### src/rtl/lbr_pkg.sv
package lbr_pkg;

  // Access key {sel[1], sel[0], rd_nwr}
  typedef enum logic [2:0] {
    KEY_RXD_WR = 3'b000,
    KEY_RXD_RD = 3'b001,
    KEY_TXD_WR = 3'b010,
    KEY_TXD_RD = 3'b011,
    KEY_RXS_WR = 3'b100,
    KEY_RXS_RD = 3'b101,
    KEY_TXS_WR = 3'b110,
    KEY_TXS_RD = 3'b111
  } key_e;

  localparam int FLAG_BIT = 0;
  localparam int IE_BIT   = 1;

  // One-cycle completion strobes produced at the end of an access
  typedef struct packed {
    logic rxd_rd;
    logic rxs_wr;
    logic txd_wr;
    logic txs_wr;
  } acc_t;

endpackage

### src/rtl/lbr_rst_sync.sv
module lbr_rst_sync #(
  parameter int STAGES = 2
) (
  input  logic clk,
  input  logic rst_n,
  output logic rst_sync_n
);
  logic [STAGES-1:0] chain_q;

  always_ff @(posedge clk or negedge rst_n) begin
    if (!rst_n) chain_q <= '0;
    else        chain_q <= {chain_q[STAGES-2:0], 1'b1};
  end

  assign rst_sync_n = chain_q[STAGES-1];
endmodule

### src/rtl/lbr_cpu_port.sv
module lbr_cpu_port
  import lbr_pkg::*;
#(
  parameter int DW          = 8,
  parameter int SYNC_STAGES = 2
) (
  input  logic          clk,
  input  logic          rst_n,
  input  logic          cs_n,
  input  logic [1:0]    reg_sel,
  input  logic          rd_nwr,
  input  logic [DW-1:0] bus_din,
  output key_e          key_o,
  output logic          rd_oe_o,
  output acc_t          acc_o,
  output logic [DW-1:0] wdata_o
);
  logic cs_s;

  generate
    if (SYNC_STAGES == 0) begin : g_nosync
      assign cs_s = cs_n;
    end else begin : g_sync
      logic [SYNC_STAGES:0] chain;
      assign chain[0] = cs_n;
      for (genvar i = 0; i < SYNC_STAGES; i++) begin : g_stage
        always_ff @(posedge clk or negedge rst_n) begin
          if (!rst_n) chain[i+1] <= 1'b1;
          else        chain[i+1] <= chain[i];
        end
      end
      assign cs_s = chain[SYNC_STAGES];
    end
  endgenerate

  logic          cs_q;
  logic          active_q, active_d;
  key_e          key_q, key_d;
  acc_t          acc_q, acc_d;
  logic [DW-1:0] wdata_q, wdata_d;
  logic          fall, rise;

  assign fall = cs_q & ~cs_s;
  assign rise = ~cs_q & cs_s;

  always_comb begin
    key_d    = key_q;
    active_d = active_q;
    wdata_d  = wdata_q;
    acc_d    = '0;
    if (fall) begin
      key_d    = key_e'({reg_sel, rd_nwr});
      active_d = 1'b1;
    end
    if (rise) begin
      active_d = 1'b0;
      wdata_d  = bus_din;
      if (active_q) begin
        case (key_q)
          KEY_RXD_RD: acc_d.rxd_rd = 1'b1;
          KEY_RXS_WR: acc_d.rxs_wr = 1'b1;
          KEY_TXD_WR: acc_d.txd_wr = 1'b1;
          KEY_TXS_WR: acc_d.txs_wr = 1'b1;
          default:    ;
        endcase
      end
    end
  end

  always_ff @(posedge clk or negedge rst_n) begin
    if (!rst_n) begin
      cs_q     <= 1'b1;
      active_q <= 1'b0;
      key_q    <= KEY_RXD_WR;
      acc_q    <= '0;
      wdata_q  <= '0;
    end else begin
      cs_q     <= cs_s;
      active_q <= active_d;
      key_q    <= key_d;
      acc_q    <= acc_d;
      wdata_q  <= wdata_d;
    end
  end

  assign key_o   = key_q;
  assign rd_oe_o = active_q & key_q[0];
  assign acc_o   = acc_q;
  assign wdata_o = wdata_q;


  key_hold_chk: assert property (@(posedge clk) disable iff (!rst_n)
    (active_q && $past(active_q)) |-> $stable(key_q));

  acc_after_access_chk: assert property (@(posedge clk) disable iff (!rst_n)
    (|acc_q) |-> (!active_q && cs_q));

  oe_selected_chk: assert property (@(posedge clk) disable iff (!rst_n)
    rd_oe_o |-> !cs_q);
endmodule

### src/rtl/lbr_rx_chan.sv
module lbr_rx_chan
  import lbr_pkg::*;
#(
  parameter int DW = 8
) (
  input  logic          clk,
  input  logic          rst_n,
  input  acc_t          acc,
  input  logic [DW-1:0] wdata,
  input  logic          rx_valid,
  input  logic [DW-1:0] rx_byte,
  output logic [DW-1:0] data_o,
  output logic [DW-1:0] status_o,
  output logic          irq_o,
  output logic          ack_o
);
  logic          present_q, present_d;
  logic          ie_q, ie_d;
  logic [DW-1:0] data_q, data_d;
  logic          ack_q, ack_d;

  always_comb begin
    present_d = present_q;
    ie_d      = ie_q;
    data_d    = data_q;
    ack_d     = 1'b0;
    if (acc.rxs_wr) ie_d = wdata[IE_BIT];
    if (acc.rxd_rd) begin
      present_d = 1'b0;
      ack_d     = present_q;
    end
    if (rx_valid) begin
      present_d = 1'b1;
      data_d    = rx_byte;
    end
  end

  always_ff @(posedge clk or negedge rst_n) begin
    if (!rst_n) begin
      present_q <= 1'b0;
      ie_q      <= 1'b0;
      data_q    <= '0;
      ack_q     <= 1'b0;
    end else begin
      present_q <= present_d;
      ie_q      <= ie_d;
      data_q    <= data_d;
      ack_q     <= ack_d;
    end
  end

  always_comb begin
    status_o           = '0;
    status_o[FLAG_BIT] = present_q;
    status_o[IE_BIT]   = ie_q;
  end

  assign data_o = data_q;
  assign irq_o  = present_q & ie_q;
  assign ack_o  = ack_q;


  rx_set_chk: assert property (@(posedge clk) disable iff (!rst_n)
    rx_valid |=> present_q);

  ack_clear_chk: assert property (@(posedge clk) disable iff (!rst_n)
    ack_q |-> (!present_q || $past(rx_valid)));

  rx_flag_keep_chk: assert property (@(posedge clk) disable iff (!rst_n)
    (acc.rxs_wr && !acc.rxd_rd && !rx_valid) |=> (present_q == $past(present_q)));
endmodule

### src/rtl/lbr_tx_chan.sv
module lbr_tx_chan
  import lbr_pkg::*;
#(
  parameter int DW = 8
) (
  input  logic          clk,
  input  logic          rst_n,
  input  acc_t          acc,
  input  logic [DW-1:0] wdata,
  input  logic          tx_done,
  output logic [DW-1:0] status_o,
  output logic          irq_o,
  output logic          req_o,
  output logic [DW-1:0] byte_o,
  output logic          ovr_o
);
  logic          ready_q, ready_d;
  logic          ie_q, ie_d;
  logic [DW-1:0] byte_q, byte_d;
  logic          req_q, req_d;
  logic          ovr_q, ovr_d;

  always_comb begin
    ready_d = ready_q;
    ie_d    = ie_q;
    byte_d  = byte_q;
    req_d   = 1'b0;
    ovr_d   = ovr_q;
    if (acc.txs_wr) ie_d = wdata[IE_BIT];
    if (acc.txd_wr) begin
      if (ready_q) begin
        ready_d = 1'b0;
        byte_d  = wdata;
        req_d   = 1'b1;
      end else begin
        ovr_d = 1'b1;
      end
    end
    if (tx_done) ready_d = 1'b1;
  end

  always_ff @(posedge clk or negedge rst_n) begin
    if (!rst_n) begin
      ready_q <= 1'b1;
      ie_q    <= 1'b0;
      byte_q  <= '0;
      req_q   <= 1'b0;
      ovr_q   <= 1'b0;
    end else begin
      ready_q <= ready_d;
      ie_q    <= ie_d;
      byte_q  <= byte_d;
      req_q   <= req_d;
      ovr_q   <= ovr_d;
    end
  end

  always_comb begin
    status_o           = '0;
    status_o[FLAG_BIT] = ready_q;
    status_o[IE_BIT]   = ie_q;
  end

  assign irq_o  = ready_q & ie_q;
  assign req_o  = req_q;
  assign byte_o = byte_q;
  assign ovr_o  = ovr_q;


  ready_fall_chk: assert property (@(posedge clk) disable iff (!rst_n)
    $fell(ready_q) |-> req_q);

  ready_rise_chk: assert property (@(posedge clk) disable iff (!rst_n)
    $rose(ready_q) |-> $past(tx_done));

  ovr_sticky_chk: assert property (@(posedge clk) disable iff (!rst_n)
    ovr_q |=> ovr_q);

  ovr_noreq_chk: assert property (@(posedge clk) disable iff (!rst_n)
    $rose(ovr_q) |-> (!req_q && $stable(byte_q)));
endmodule

### src/rtl/link_bus_regs.sv
module link_bus_regs
  import lbr_pkg::*;
#(
  parameter int DW          = 8,
  parameter int SYNC_STAGES = 2
) (
  input  logic          clk,
  input  logic          rst_n,
  input  logic          cs_n,
  input  logic [1:0]    reg_sel,
  input  logic          rd_nwr,
  input  logic [DW-1:0] bus_din,
  output logic [DW-1:0] bus_dout,
  output logic          bus_oe,
  output logic          rx_irq,
  output logic          tx_irq,
  input  logic          rx_valid,
  input  logic [DW-1:0] rx_byte,
  output logic          rx_ack,
  output logic          tx_req,
  output logic [DW-1:0] tx_byte,
  input  logic          tx_done,
  output logic          tx_overrun
);
  logic          rst_i_n;
  key_e          key;
  logic          rd_oe;
  acc_t          acc;
  logic [DW-1:0] wdata;
  logic [DW-1:0] rx_data, rx_status, tx_status;
  logic [DW-1:0] rd_mux;

  lbr_rst_sync #(.STAGES(2)) u_rst (
    .clk(clk), .rst_n(rst_n), .rst_sync_n(rst_i_n)
  );

  lbr_cpu_port #(.DW(DW), .SYNC_STAGES(SYNC_STAGES)) u_port (
    .clk(clk), .rst_n(rst_i_n), .cs_n(cs_n), .reg_sel(reg_sel),
    .rd_nwr(rd_nwr), .bus_din(bus_din), .key_o(key), .rd_oe_o(rd_oe),
    .acc_o(acc), .wdata_o(wdata)
  );

  lbr_rx_chan #(.DW(DW)) u_rx (
    .clk(clk), .rst_n(rst_i_n), .acc(acc), .wdata(wdata),
    .rx_valid(rx_valid), .rx_byte(rx_byte), .data_o(rx_data),
    .status_o(rx_status), .irq_o(rx_irq), .ack_o(rx_ack)
  );

  lbr_tx_chan #(.DW(DW)) u_tx (
    .clk(clk), .rst_n(rst_i_n), .acc(acc), .wdata(wdata),
    .tx_done(tx_done), .status_o(tx_status), .irq_o(tx_irq),
    .req_o(tx_req), .byte_o(tx_byte), .ovr_o(tx_overrun)
  );

  always_comb begin
    case (key)
      KEY_RXD_RD: rd_mux = rx_data;
      KEY_RXS_RD: rd_mux = rx_status;
      KEY_TXS_RD: rd_mux = tx_status;
      default:    rd_mux = '0;
    endcase
  end

  assign bus_oe   = rd_oe;
  assign bus_dout = rd_oe ? rd_mux : '0;


  dout_quiet_chk: assert property (@(posedge clk) disable iff (!rst_i_n)
    !bus_oe |-> (bus_dout == '0));
endmodule

### config.mk
export PLATFORM = sky130hd
export DESIGN_NAME = link_bus_regs
export DESIGN_NICKNAME = d
export VERILOG_FILES = /design/src/rtl/lbr_pkg.sv /design/src/rtl/lbr_rst_sync.sv /design/src/rtl/lbr_cpu_port.sv /design/src/rtl/lbr_rx_chan.sv /design/src/rtl/lbr_tx_chan.sv /design/src/rtl/link_bus_regs.sv
export SDC_FILE = /design/constraint.sdc
export NUM_CORES = 1
export LEC_CHECK = 0
export BUFFER_PORTS_ARGS = -buffer_cell sky130_fd_sc_hd__buf_2
export CORE_UTILIZATION = 55
export DETAILED_ROUTE_END_ITERATION = 7
export PLACE_DENSITY = 0.84
export REMOVE_ABC_BUFFERS = 1
export SETUP_SLACK_MARGIN = 0.15
export SLEW_MARGIN = 10
export SYNTH_ARGS = -nofsm -noshare
export SYNTH_HDL_FRONTEND = slang
export SYNTH_SLANG_ARGS = --single-unit
### constraint.sdc
create_clock -name clk -period 2 [get_ports clk]
set_input_delay 0.5 -clock clk [delete_from_list [all_inputs] [get_ports clk]]
set_output_delay 0.5 -clock clk [all_outputs]
set_load 0.05 [all_outputs]
# After elaboration in Yosys (flattened, before gate mapping)
# Cells that the tools add are included.
[word_totals]
register_bits = 44
out_inout_bits = 22
[classes]
n_eq_ne = 6
muxes = 17
bitwise = 8
n_reduce_logical = 5
[ops]
columns = ["cell", "n"]
rows = [
  ["$pmux 8 s3", 1],
  ["$mux 1", 13],
  ["$eq 3x3->1 const B", 4],
  ["$mux 4", 2],
  ["$mux 8", 1],
  ["$reduce_bool 2->1", 3],
  ["$and 1x1->1", 5],
  ["$reduce_and 2->1", 2],
  ["$eq 3x1->1 const B", 1],
  ["$eq 3x2->1 const B", 1],
  ["$not 1->1", 3],
]

# Longest topological paths before layout
# Gate-level depths: netlist of run 1.
[depth]
depth_word = 4
mapped_depth = 5

# Hierarchy
# From an unflattened synthesis of run 1, not the netlist that was laid out.
[hier_totals]
cells_unflattened = 147
hier_area_um2 = 2037.0
[by_module_without_submodules]
columns = ["mod", "n_inst", "cells_each", "area_per_inst_um2"]
rows = [
  ["lbr_cpu_port", 1, 45, 713.2],
  ["lbr_tx_chan", 1, 36, 508.0],
  ["lbr_rx_chan", 1, 34, 506.7],
  ["link_bus_regs", 1, 29, 255.2],
  ["lbr_rst_sync", 1, 3, 53.8],
]

# Worst setup path after synthesis of run 1
# OpenSTA, ideal clock, no wires.
[synth_path]
path_type = "register to output"
startpoint = "reg u_tx.ready_q"
endpoint = "out bus_dout[0]"
arrival_ns = 1.808
slack_ns = -0.308
stages_incl_launch_ff = 3
path_buffers = 0
cell_sequence = "dfstp_2 a21boi_0 a211oi_1"
[synth_between]
elab_chain_cells = 2
[synth_lines]
columns = ["item", "line_no", "rtl"]
rows = [
  ["start, declared", "lbr_tx_chan.sv:17", "logic ready_q, ready_d;"],
  ["start signal, assigned", "lbr_tx_chan.sv:50", "ready_q <= ready_d;"],
  ["$pmux 8 s3", "link_bus_regs.sv:56", "case (key)"],
  ["$mux 8", "link_bus_regs.sv:65", "assign bus_dout = rd_oe ? rd_mux : '0;"],
  ["end, declared", "link_bus_regs.sv:13", "output logic [DW-1:0] bus_dout,"],
]
# Every way passes these cells.

# Worst setup path in the final report of run 1
[layout_path]
startpoint = "reg u_port.key_q[1], in the netlist u_port.key_o[1]"
endpoint = "out bus_dout[7]"
[layout_between]
elab_chain_cells = 3
elab_cells_between_ends = 5
cone_classes = "eq/ne (3); mux (2)"
[layout_lines]
columns = ["item", "line_no", "rtl"]
rows = [
  ["start, declared", "lbr_cpu_port.sv:38", "key_e key_q, key_d;"],
  ["start signal, assigned", "lbr_cpu_port.sv:80", "key_q <= key_d;"],
  ["$eq 3x3->1 / $eq 3x1->1 (equally long branches)", "link_bus_regs.sv:56", ""],
  ["$pmux 8 s3 *", "link_bus_regs.sv:56", ""],
  ["$mux 8 *", "link_bus_regs.sv:65", ""],
]
# Every way passes the cells marked *; elsewhere a longest branch is shown, timed or not.

==> impl_metrics.tcl, run 1 <==
set metrics [dict create \
    nets 195 \
    post_drt_wl_per_cell_microns 15.3 \
    synth_flop_cell "dfrtp_1" \
    ys_ff_latch 44 \
    yosysTopAreaCellShare_pct 58.8 \
    synth-edff-count 0 \
    fin_ws_ns -0.00569 \
    floorplan.initialDensity_pct 59.6 \
    yosysTopAreaCell "dfrtp_1" \
    synth_area_sq_um 1700 \
    clk_pin_slew_ns 0.12 \
    clock_latency_ns 0.35 \
    cts_buffer_depth 2 \
    worst_slew_pin_slew_ns 0.861 \
    overflow 0 \
    yosysWarnings 0 \
    synth_cell_types 22 \
    firstDrtPassIters 6 \
    crit_type "flip-flop to output pin" \
    finalSetupTns_ns -0.0133 \
    finalWeightedCongestion 0.736 \
    drt_wl_total_mm 3.07 \
    postLayoutCoreUtil_pct 75.1 \
    fin_crit_ns 2.01 \
    rsz0062_at_grt "yes" \
    cts.sinks 44 \
    dieArea_sq_um 3320 \
    layout-drive-gt1-share_pct 57.6 \
    cts_root_buf "clkbuf_4" \
    min_from "cs_n" \
    synth-seq-area-share_pct 65.0 \
    crit_path_start "u_port.key_o[1]" \
    ios 46 \
    endpoint_kind "output pin" \
    maxCapViolCount 0 \
    ys_top_cells_by_area "dfrtp_1, mux2_2, dfstp_2" \
    core_area_sq_um 2850 \
    syn_inst 116 \
    grt_max_degree 43 \
    violations "DRC, setup timing" \
    hold_class "input port to flip-flop" \
    grt_pass1_vias 1113 \
    worstPathMaxFanout 7 \
    max_stage_delay_ns 0.44 \
    hold_viol_final 0 \
    finalSetupViolations 5 \
    period_share_pct 100 \
    cp_top_family "simple AND/OR/NAND/NOR gates" \
    syn_avg_cell_area_sq_um 14.7 \
    r2r_start "u_port.cs_s" \
    required_ns 1.50 \
    grt_pass1_wl_mm 5.04 \
    cp_num_buf_inv 1 \
    crit_arrival_ns 1.51 \
    cts-buffers-inserted 5 \
    p_leak_nw 1.08 \
    area_growth_pct 26.0 \
    fmax_mhz 499 \
    peakVddDrop_uv 570 \
    fillers 185 \
    rows 19 \
    cts_tree "done" \
    fp.dieW_microns 57.6 \
    finClkSkew_ns 0.00454 \
    maxSlewViolCount 0 \
    max-slew-margin-rel_pct 42.6 \
    first_iter_violations 27 \
    portBuffers 45 \
    place_hpwl_mm 2.08 \
    startpoint_type "flip-flop" \
    slowest_stage "dfrtp_1" \
    async_flop_share_pct 100 \
    ant_nets 0 \
    routed_via_density 5.18 \
    vias 1041 \
    track_usage_pct 21.2 \
    drc_errors 1 \
    powerDensity_nw_per_um2 1100 \
    rrSetupSlack_ns 0.45 \
    crit_chain "and4bb_4, and2_4, buf_8" \
    antenna_found_initial 0 \
    synthTopCellsByCount "dfrtp_1, mux2_2, and2_1" \
    floorplan.die.height_microns 57.6 \
    synth_most_common_cell "dfrtp_1" \
    htreeDepth 2 \
    status "finished, violations left" \
    n_antenna_cell 0 \
]
-- per-layer routing --
metal	track usage [%]	part of all wire, %	vias up
met5	0	0	-
met2	35.5	55	26
met3	7.37	4.0	5
met4	10.1	1.7	0
li1	-	-	499
met1	24.5	40	511
-- sequential cells by signal (all words and copies together), names as in the netlist, 2 cells and up --
| name | cells |
|---|---|
| u_rst.chain_q | 2 |
| u_port.wdata_o | 8 |
| u_port.acc_o | 4 |
| u_rx.data_o | 8 |
| u_tx.byte_o | 8 |
| u_port.key_o | 3 |
-- what timing repair did --
item / CTS / global route
gates resized for setup: 28 / 7
pin swaps: 9 / 2
hold buffers: 1 / 0
setup endpoints to repair: 8 / 9
setup buffers: 2 / 1
endpoints found under the hold margin: 2 / 0
-- final cells by class --
class	instances	area, sq um	area share [%]
inverter	7	26.3	1.23
multi-input combinational	62	574	26.8
sequential	44	1110	51.7
timing repair buffer	49	337	15.7
tap	31	38.8	1.81
clock buffer	8	58.8	2.74
-- cell families (layout without fill, tap and decap cells) --
group	after synthesis	in the layout	synth area share [%]
other	1	1	0.220
AND/OR/NAND/NOR	20	20	7.13
AO/OA/AOI/OAI	9	9	3.68
multiplexers	30	30	19.7
flip-flops	44	44	65.0
buffers and inverters	10	64	2.79
adder cells (fa/ha/maj)	2	2	1.47
-- worst register-to-register path, stage by stage (launching register included) --
cell,delay [ns]
dfstp_2,0.56
ha_1,0.49
mux2_2,0.40
-- stage by stage --
stage	cells	area, sq um	hold slack [ns]	worst slack, ns	total power [mW]
CTS	200	2110	0.221	0.00524	2.34
global route	201	2140	0.212	-0.0689	2.47
detailed placement	189	1950	0.287	0.237	1.88
floorplan	113	1680	0.204	-0.316	1.69
finish	201	2140	0.242	-0.00569	2.36
global placement	189	1950	0.285	0.287	1.84
-- worst paths after layout --
path                                          end  cells after the start
min in group asynchronous          u_tx.byte_o[4]                      0
setup reg to reg                u_port.wdata_o[1]                      2
setup / recovery                      bus_dout[7]                      3
hold reg to reg                       u_port.cs_s                      0
max in group asynchronous         u_port.key_o[2]                      0
hold / removal             u_port.g_sync.chain[1]                      1
-- placed cells by master (no fill, tap or decap), drive strengths merged, types with 4 or more instances in the layout --
cell type,count
buf,48
dfrtp,40
mux2,28
and2,10
clkbuf,8
inv,7
dfstp,4
nand2,4
-- power breakdown --
group	leakage [nW]	switching (mW)	internal, mW	total, mW
registers	0.532	0.105	1.04	1.14
logic	0.513	0.507	0.277	0.784
clock network	0.0326	0.259	0.174	0.433
total	1.08	0.872	1.49	2.36
No activity file was read; power rests on OpenSTA's default activity.
==> inputs of run 2 (changes only) <==
Settings changed: MAX_ROUTING_LAYER set to met4.
==> impl_metrics.tcl, run 2 (synthesis results as in run 1) <==
set metrics [dict create \
    grt_max_degree 43 \
    hold_viol_final 0 \
    antenna_found_initial 0 \
    grt_pass1_vias 1110 \
    endpoint_kind "output pin" \
    final_cells 201 \
    firstDrtPassIters 6 \
    clock_latency_ns 0.34 \
    grt_pass1_wl_mm 5.03 \
    fillers 185 \
    overflow 0 \
    drt_wl_total_mm 3.08 \
    rsz0062_at_grt "yes" \
    post_drt_wl_per_cell_microns 15.3 \
    place_hpwl_mm 2.08 \
    max-slew-margin-rel_pct 42.3 \
    dieArea_sq_um 3320 \
    holdPathEnd "u_port.g_sync.chain[1]" \
    startpoint_type "flip-flop" \
    cts.sinks 44 \
    fin_ws_ns -0.00664 \
    track_usage_pct 21.9 \
    dp_cells 189 \
    holdPathStages 1 \
    fp.dieW_microns 57.6 \
    powerDensity_nw_per_um2 1100 \
    layout_common_cells "dfrtp_1, buf_2, mux2_2" \
    htreeDepth 2 \
    core_area_sq_um 2850 \
    portBuffers 45 \
    worstPathMaxFanout 7 \
    floorplan.die.height_microns 57.6 \
    clk_pin_slew_ns 0.12 \
    hold_class "input port to flip-flop" \
    cts-buffers-inserted 5 \
    ant_nets 0 \
    area_growth_pct 26.0 \
    p_leak_nw 1.08 \
    crit_arrival_ns 1.51 \
    required_ns 1.50 \
    ios 46 \
    cts_buffer_depth 2 \
    fin_crit_ns 2.01 \
    drc_errors 1 \
    maxCapViolCount 0 \
    nets 195 \
    crit_type "flip-flop to output pin" \
    r2r_start "u_port.cs_s" \
    reg2reg_depth 2 \
    r2r-end "u_port.wdata_o[1]" \
    n_antenna_cell 0 \
    finalSetupTns_ns -0.0176 \
    cts_root_buf "clkbuf_4" \
    cts_tree "done" \
    routed_via_density 5.17 \
    fmax_mhz 498 \
    min_from "cs_n" \
    first_iter_violations 21 \
    status "finished, violations left" \
    period_share_pct 100 \
    worst_slew_pin_slew_ns 0.866 \
    rrSetupSlack_ns 0.45 \
    finClkSkew_ns 0.00469 \
    peakVddDrop_uv 569 \
    floorplan.initialDensity_pct 59.6 \
    maxSlewViolCount 0 \
    finalWeightedCongestion 0.745 \
    violations "DRC, setup timing" \
    vias 1040 \
    final_common_cell "dfrtp_1" \
    finalSetupViolations 5 \
    rows 19 \
    layout-drive-gt1-share_pct 57.6 \
]
[run 2: cell counts in the layout (fill, tap and decap cells not counted)]
Identical to the previous run, type by type.
[run 2: how the worst max path moves through the flow]
stage	from	to	slack [ns]	depth (start not counted)
floorplan	u_tx.ready_q	bus_dout[0]	-0.32	2
global route	u_port.key_o[2]	bus_dout[7]	-0.07	3
global placement	u_port.key_o[2]	bus_dout[4]	0.29	3
CTS	u_port.key_o[1]	bus_dout[7]	0.005	3
finish	u_port.key_o[1]	bus_dout[7]	-0.007	3
detailed placement	u_port.key_o[2]	bus_dout[7]	0.24	3
[run 2: what timing repair did]
item,4_1_cts,5_1_grt
setup endpoints to repair,8,9
hold endpoints to repair,2,0
hold buffers,1,0
resized for setup,28,7
setup buffers,2,1
pin swaps,9,2
[run 2: critical path: stages, from the launching register on]
cell and delay, ns:
dfrtp_1 0.44, and4bb_4 0.42, and2_4 0.17, buf_8 0.14
[run 2: through the flow]
stage                     cell area, sq um  hold slack, ns  setup slack, ns  power, mW  utilization [%]
after global placement                1950           0.285            0.287       1.84             68.2
after floorplan                       1680           0.204           -0.316       1.69                -
after global routing                  2140           0.212          -0.0689       2.47             75.1
final                                 2140           0.242         -0.00664       2.36             75.1
after CTS                             2110           0.221          0.00524       2.34             74.1
after detailed placement              1950           0.287            0.237       1.88             68.2
[run 2: area by class of cell]
class / instances / area [sq um] / share of cell area [%]
Multi-Input combinational cell: 62 / 574 / 26.8
Timing Repair Buffer: 49 / 337 / 15.7
Tap cell: 31 / 38.8 / 1.81
Clock buffer: 8 / 58.8 / 2.74
Sequential cell: 44 / 1110 / 51.7
Inverter: 7 / 26.3 / 1.23
[run 2: per-layer routing]
metal | global-route usage, % | up-vias | part of all wire [%]
met5 | - | - | 0
met2 | 35.5 | 26 | 54
li1 | - | 499 | -
met1 | 24.5 | 510 | 40
met4 | 10.1 | 0 | 1.7
met3 | 7.37 | 5 | 4.0
[run 2: power breakdown]
| part | internal, mW | switching [mW] |
|---|---|---|
| clock | 0.174 | 0.258 |
| sequential | 1.04 | 0.106 |
| combinational | 0.277 | 0.507 |
==> inputs of run 3 (changes only) <==
Settings changed: ABC_CLOCK_PERIOD_IN_PS set to 2000, CELL_PAD_IN_SITES_DETAIL_PLACEMENT set to 1, CELL_PAD_IN_SITES_GLOBAL_PLACEMENT set to 2, CORE_UTILIZATION 55 to 37.
==> impl_metrics.tcl, run 3 (synthesis results as in run 1) <==
set metrics [dict create \
    status "finished, final reports clean" \
    overflow 0 \
    worst_slew_pin_slew_ns 0.543 \
    cp_top_family "simple AND/OR/NAND/NOR gates" \
    peakVddDrop_uv 568 \
    vias 1077 \
    ios 46 \
    p_leak_nw 1.08 \
    maxSlewViolCount 0 \
    period_share_pct 97.4 \
    fmax_mhz 513 \
    hold_class "flip-flop to async pin" \
    portBuffers 45 \
    crit_chain "and4bb_4, and2_4, buf_8" \
    nets 196 \
    area_growth_pct 28.5 \
    endpoint_kind "output pin" \
    antenna_found_initial 0 \
    crit_path_start "u_port.key_o[2]" \
    finClkSkew_ns 0.0117 \
    floorplan.initialDensity_pct 38.8 \
    cts_tree "done" \
    cts_buffer_depth 2 \
    grt_pass1_wl_mm 6.04 \
    fillers 459 \
    grt_max_degree 32 \
    firstDrtPassIters 4 \
    hold_viol_final 0 \
    clock_latency_ns 0.29 \
    layout_common_cells "buf_2, dfrtp_1, mux2_2" \
    floorplan.die.height_microns 69.8 \
    startpoint_type "flip-flop" \
    first_iter_violations 64 \
    rsz0062_at_grt "yes" \
    worstPathMaxFanout 7 \
    crit_type "flip-flop to output pin" \
    clk_pin_slew_ns 0.08 \
    ant_nets 0 \
    required_ns 1.50 \
    powerDensity_nw_per_um2 1110 \
    place_hpwl_mm 2.54 \
    dieArea_sq_um 4870 \
    max-slew-margin-rel_pct 63.8 \
    reg2reg_depth 2 \
    cts_root_buf "clkbuf_8" \
    seqCellArea_sq_um 1110 \
    rrSetupSlack_ns 0.44 \
    layout-drive-gt1-share_pct 57.3 \
    finalWeightedCongestion 0.757 \
    fp.dieW_microns 69.8 \
    max_stage_delay_ns 0.47 \
    core_area_sq_um 4380 \
    path_depth 3 \
    multi_input_area_sq_um 572 \
    power.total_mw 2.43 \
    crit_end "bus_dout[6]" \
    track_usage_pct 16.6 \
    drt_wl_total_mm 3.59 \
    crit_arrival_ns 1.45 \
    finalSetupViolations 0 \
    postLayoutCoreUtil_pct 49.9 \
    r2r_start "u_port.cs_s" \
    rows 24 \
    slowest_stage "dfrtp_2" \
    routed_via_density 4.83 \
    cts.sinks 44 \
    finalSetupTns_ns 0 \
    htreeDepth 2 \
    n_antenna_cell 0 \
    cp_num_buf_inv 1 \
    maxCapViolCount 0 \
    r2r-end "u_port.wdata_o[6]" \
    grt_pass1_vias 1248 \
    cts-buffers-inserted 5 \
    drc_errors 0 \
    post_drt_wl_per_cell_microns 16.1 \
    fin_crit_ns 1.95 \
]
run 3: cell types whose count changed in the layout (fill, tap and decap cells not counted):
cell | previous run | this run
clkbuf_1 | 2 | 3
clkbuf_4 | 5 | 0
clkbuf_8 | 1 | 5
buf_8 | 7 | 6
buf_4 | 4 | 5
buf_2 | 36 | 37
and2_4 | 7 | 6
and2_1 | 3 | 4
dfrtp_1 | 38 | 37
dfrtp_2 | 2 | 3
run 3: worst min path at each step:
stage / startpoint / endpoint / slack [ns] / cells after the start
5_1_grt: u_rst.chain_q[1] / u_port.acc_o[3] / 0.16 / 0
2_1_floorplan: rst_n / u_rst.chain_q[0] / 0.20 / 0
3_5_place_dp: u_rst.chain_q[1] / u_rx.data_o[5] / 0.14 / 0
6_report: u_rst.chain_q[1] / u_port.acc_o[3] / 0.14 / 0
4_1_cts: u_rst.chain_q[1] / u_rx.data_o[7] / 0.14 / 0
3_3_place_gp: u_rst.chain_q[1] / u_rx.data_o[2] / 0.13 / 0
run 3: layout make-up:
type                            count  share of cell area [%]
Sequential cell                    44                    50.7
Timing Repair Buffer               50                    15.3
Multi-Input combinational cell     62                    26.1
Inverter                            7                    1.20
Clock buffer                        8                    3.66
Tap cell                           52                    2.97
run 3: repair_timing:
item                                    4_1_cts  5_1_grt
gates cloned                                  0        0
pin swaps                                     9        1
gates resized for setup                      30        1
endpoints found under the setup margin        8        8
endpoints found under the hold margin         2        0
hold buffers                                  1        0
buffers inserted                              2        1
run 3: worst register-to-register path, cell delays in order (launching register included):
cell     delay (ns)
dfstp_2        0.55
ha_1           0.50
mux2_2         0.40
run 3: stage by stage:
stage	instances	hold WS [ns]	instance area (sq um)	setup slack, ns
floorplan	113	0.204	1680	-0.316
global placement	211	0.131	1980	0.293
detailed placement	211	0.141	1980	0.226
CTS	222	0.143	2180	0.0672
global route	223	0.162	2190	0.0106
finish	223	0.139	2190	0.0514
run 3: metal layers:
metal	GRT usage [%]	vias up	wire, microns
met3	3.78	6	124
met5	-	-	0
met2	29.8	19	2080
met1	17.8	556	1320
li1	-	496	-
met4	5.78	0	65
run 3: power breakdown:
| part | switching, mW | leakage [nW] | internal (mW) |
|---|---|---|---|
| Combinational | 0.521 | 0.514 | 0.257 |
| Clock | 0.270 | 0.0395 | 0.248 |
| Sequential | 0.0969 | 0.531 | 1.04 |
